### src/rtl/sram_lane_pkg.sv
package sram_lane_pkg;

  localparam int LANES  = 2;
  localparam int LANE_W = 8;
  localparam int DATA_W = LANES * LANE_W;

  // Strobes passed from control to datapath each clock
  typedef struct packed {
    logic             capture;  // write window open this cycle
    logic             commit;   // window closed this cycle, store held word
    logic [LANES-1:0] wrLanes;  // lanes enabled in the sampled strobes
    logic [LANES-1:0] rdLanes;  // lanes to drive onto the bus
  } laneStrb_t;

endpackage

### src/rtl/sram_lane_data.sv
module sram_lane_data
  import sram_lane_pkg::*;
#(
  parameter int ADDR_W     = 19,
  parameter int DEPTH_LOG2 = 8
) (
  input  logic              clk,
  input  logic              rstN,
  input  logic [ADDR_W-1:0] addrIn,
  input  logic [DATA_W-1:0] dataIn,
  input  laneStrb_t         strb,
  output logic [DATA_W-1:0] dataOut,
  output logic [LANES-1:0]  laneDrive
);

  localparam int DEPTH = 1 << DEPTH_LOG2;

  logic [ADDR_W-1:0]     addrQ;
  logic [DATA_W-1:0]     dataQ;
  logic [DEPTH_LOG2-1:0] holdAddr;
  logic [DATA_W-1:0]     holdData;
  logic [LANES-1:0]      holdMask;
  logic [DEPTH_LOG2-1:0] rdIdx;

  // Sample address and data every clock
  always_ff @(posedge clk or negedge rstN) begin
    if (!rstN) begin
      addrQ <= '0;
      dataQ <= '0;
    end else begin
      addrQ <= addrIn;
      dataQ <= dataIn;
    end
  end

  // Hold the latest word seen while the window is open
  always_ff @(posedge clk or negedge rstN) begin
    if (!rstN) begin
      holdAddr <= '0;
      holdData <= '0;
      holdMask <= '0;
    end else if (strb.capture) begin
      holdAddr <= addrQ[DEPTH_LOG2-1:0];
      holdData <= dataQ;
      holdMask <= strb.wrLanes;
    end
  end

  assign rdIdx = addrQ[DEPTH_LOG2-1:0];

  for (genvar g = 0; g < LANES; g++) begin : gLane
    logic [LANE_W-1:0] bank [DEPTH];

    always_ff @(posedge clk) begin
      if (strb.commit && holdMask[g])
        bank[holdAddr] <= holdData[g*LANE_W +: LANE_W];
    end

    assign dataOut[g*LANE_W +: LANE_W] = bank[rdIdx];
  end

  assign laneDrive = strb.rdLanes;

  AST_COMMIT_HAS_LANE: assert property (@(posedge clk) disable iff (!rstN)
    strb.commit |-> holdMask != '0);

endmodule

### config.mk
export PLATFORM = sky130hd
export DESIGN_NAME = sram_lane_data
export DESIGN_NICKNAME = d
export VERILOG_FILES = /design/src/rtl/sram_lane_pkg.sv /design/src/rtl/sram_lane_data.sv
export SDC_FILE = /design/constraint.sdc
export NUM_CORES = 2
export LEC_CHECK = 0
export ABC_AREA = 1
export CORE_MARGIN = 10
export CORE_UTILIZATION = 38
export CTS_CLUSTER_SIZE = 20
export DETAILED_ROUTE_END_ITERATION = 6
export SETUP_SLACK_MARGIN = 0.15
export SLEW_MARGIN = 40
export SYNTH_ARGS = -nofsm -noshare
export SYNTH_HDL_FRONTEND = slang
export SYNTH_SLANG_ARGS = --single-unit
export TNS_END_PERCENT = 10
### constraint.sdc
create_clock -name clk -period 4.76 [get_ports clk]
set_input_delay 0.476 -clock clk [delete_from_list [all_inputs] [get_ports clk]]
set_output_delay 0.476 -clock clk [all_outputs]
set_load 0.05 [all_outputs]
==> results.sh <==
export IMPL_critPathRequiredTime_ps=4280
export IMPL_slew_violations=0
export IMPL_crit_type="flip-flop to output port"
export IMPL_regToRegStartpoint="holdAddr[1]"
export IMPL_nets=14320
export IMPL_antenna_found_initial=13
export IMPL_clk_pin_slew_ps=60
export IMPL_cap_violations=0
export IMPL_synth_area_per_cell_sq_um=12.03
export IMPL_vdd_drop_max_uv=351.9
export IMPL_fillers=39920
export IMPL_dp_hpwl_mm=270.5
export IMPL_crit_cells=12
export IMPL_die_y_microns=686.4
export IMPL_htree_levels=5
export IMPL_drive_above_1_share_pct=11.15
export IMPL_core_sq_um=442100
export IMPL_startpoint_type="flip-flop"
export IMPL_ff2ff_path_depth=6
export IMPL_critPathMaxStageDelay_ps=610
export IMPL_synth_net_count=14070
export IMPL_start_util_pct=38.18
export IMPL_clock_skew_ps=51.80
export IMPL_drt_iter0_markers=13430
export IMPL_fp_dieW_microns=686.4
export IMPL_synth_seq_area_share_pct=73.63
export IMPL_tns_ps=0
export IMPL_syn_cell_area_sq_um=168800
export IMPL_cp_end_kind="output port"
export IMPL_clock_sinks=4146
export IMPL_critPathTopFamily="simple AND/OR/NAND/NOR gates"
export IMPL_synth_seq_cells=4146
export IMPL_grt_first_pass_wirelength_mm=704.4
export IMPL_hold_class="input pin to async pin"
export IMPL_worstSkewPairLatency_ps=1000
export IMPL_io_pins=61
export IMPL_place_congestion=0.8335
export IMPL_path_max_fanout=89
export IMPL_first_pass_iters=7
export IMPL_drc_errors=2
export IMPL_cts_tree="done"
export IMPL_grt_max_degree=169
export IMPL_power_leakage_nw=67.69
export IMPL_grt_usage_pct=19.60
export IMPL_crit_buf_inv=4
export IMPL_finalCritPeriodShare_pct=98.30
export IMPL_drt_wl_total_mm=483.4
export IMPL_cp_common_cell="nand3_1"
export IMPL_r2r_slack_ps=1350
export IMPL_final_core_util_pct=44.09
export IMPL_arrival_ps=4200
export IMPL_fmax_mhz=213.7
export IMPL_outcome="complete, but fails checks"
export IMPL_io_buffers=45
export IMPL_crit_slowest_cell="dfrtp_4"
export IMPL_dieArea_sq_um=471200
export IMPL_path_cells="buf_4, buf_16, nand3_1, nand3_1, nand3_1, nand3_1, nand3_1, nand2_1, nand2_1, nand2_1, buf_6, buf_12"
export IMPL_setup_violations_final=0
export IMPL_yosysWarnings=0
export IMPL_finalHoldViolCount=0
export IMPL_slew_headroom_pct=33.83
export IMPL_yosysUniqueCellTypes=17
export IMPL_period_needed_ps=4679
export IMPL_cts_root_buffer_cell="clkbuf_16"
export IMPL_rsz0062_at_grt="true"
export IMPL_viasPerCell=5.429
export IMPL_power_density_nw_per_um2=411.6
export IMPL_vias=111500
export IMPL_r2r_end="gLane[1].bank[40][4]"
export IMPL_cts_buffer_depth=4
export IMPL_area_growth_pct=15.50
export IMPL_drtAntennaViolNets=0
export IMPL_worstMarginPinSlew_ps=992.6
export IMPL_drt_wirelength_per_cell_microns=23.54
export IMPL_violations="design-rule violations"
export IMPL_numCtsBuffers=424
export IMPL_syn_inst=14030
export IMPL_gr_total_overflow=0
export IMPL_rows=244
export IMPL_grt_pass1_vias=105100
==> metrics by stage <==
step | area, sq um | setup slack (ps) | power, mW | hold slack [ps] | instances
final | 194900 | 80.71 | 80.23 | 61.40 | 20540
after global routing | 194900 | 56.71 | 82.40 | 110.3 | 20540
after CTS | 194300 | 63.96 | 80.45 | 38.11 | 20510
after detailed placement | 179500 | 742.7 | 47.56 | 462.9 | 19680
after global placement | 178800 | 728.5 | 47.44 | 461.6 | 19680
after floorplan | 168800 | 776.4 | 45.04 | 180.4 | 14030
==> cell usage in the layout (no fill, tap or decap), drive strengths merged <==
| master | n |
|---|---|
| clkinv | 174 |
| inv | 35 |
| diode | 4 |
| nor2 | 12 |
| nor3 | 512 |
| edfxtp | 4096 |
| dfrtp | 50 |
| mux2 | 18 |
| clkinvlp | 11 |
| o21ai | 8 |
| buf | 804 |
| nand3 | 4032 |
| nand2 | 4222 |
| clkdlybuf4s50 | 27 |
| dlygate4sd3 | 24 |
| bufbuf | 9 |
| clkbuf | 552 |
| bufinv | 45 |
==> worst max-delay path by stage <==
stage	from	to	slack (ps)
5_1_grt	addrQ[0]	dataOut[15]	60
3_5_place_dp	addrQ[0]	dataOut[15]	740
3_3_place_gp	addrQ[0]	dataOut[15]	730
6_report	addrQ[2]	dataOut[6]	80
4_1_cts	addrQ[0]	dataOut[10]	60
2_1_floorplan	holdData[0]	gLane[0].bank[0][0]	780
==> synthesized netlist by cell type <==
library cell	instances	area, sq um
edfxtp_1	4096	123000
o21ai_0	8	40.04
mux2_2	18	202.7
buf_8	2	30.03
inv_2	2	7.510
nor3_1	512	2562
buf_6	71	799.5
nor2_1	12	45.04
nand3_1	4032	20180
nand2_1	4222	15850
inv_4	2	12.51
inv_1	16	60.06
clkbuf_1	277	1040
dfrtp_1	50	1251
buf_1	117	439.2
buf_2	486	2432
buf_4	108	810.8
==> final cells by class <==
type	instances	area (sq um)	area share (%)
well taps	5904	7387	3.790
clock inverters	239	2464	1.264
repair inverters	6	57.56	0.02953
inverters	20	161.4	0.08281
repair buffers	873	9478	4.863
diodes	4	10.01	0.005135
clock buffers	543	11260	5.775
multi-input cells	8804	39770	20.40
flip-flops and latches	4146	124300	63.79
==> kinds of logic after synthesis <==
logic type / synth area share, %
AO/OA/AOI/OAI: 0.02373
AND/OR/NAND/NOR: 22.89
flip-flops: 73.63
buffers and inverters: 3.337
multiplexers: 0.1201
==> timing repair <==
item	4_1_cts	5_1_grt
gates resized for setup	56	41
hold buffers	24	0
cloned	19	9
endpoints found under the setup margin	16	16
endpoints found under the hold margin	63	0
setup buffers	10	7
==> sequential cells by signal (all words and copies together), names as in the netlist <==
name and cells:
holdMask 2, holdAddr 8, addrQ 8, gLane.bank 4096, dataQ 16, holdData 16
==> per-layer routing <==
metal  global-route usage, %  part of all wire [%]  up-vias
met5                       0                0.0058        -
met4                   6.837                   3.7        4
met3                   3.102                   8.8      887
met2                   31.27                    46     4803
met1                   27.32                    41    54880
li1                        -                     -    50930
==> where the power goes <==
part | switching [mW] | total [mW] | internal (mW)
registers | 0.200 | 41.0 | 40.8
clock network | 14.0 | 33.2 | 19.1
logic | 4.61 | 6.07 | 1.47
(Power assumes the default switching activity.)
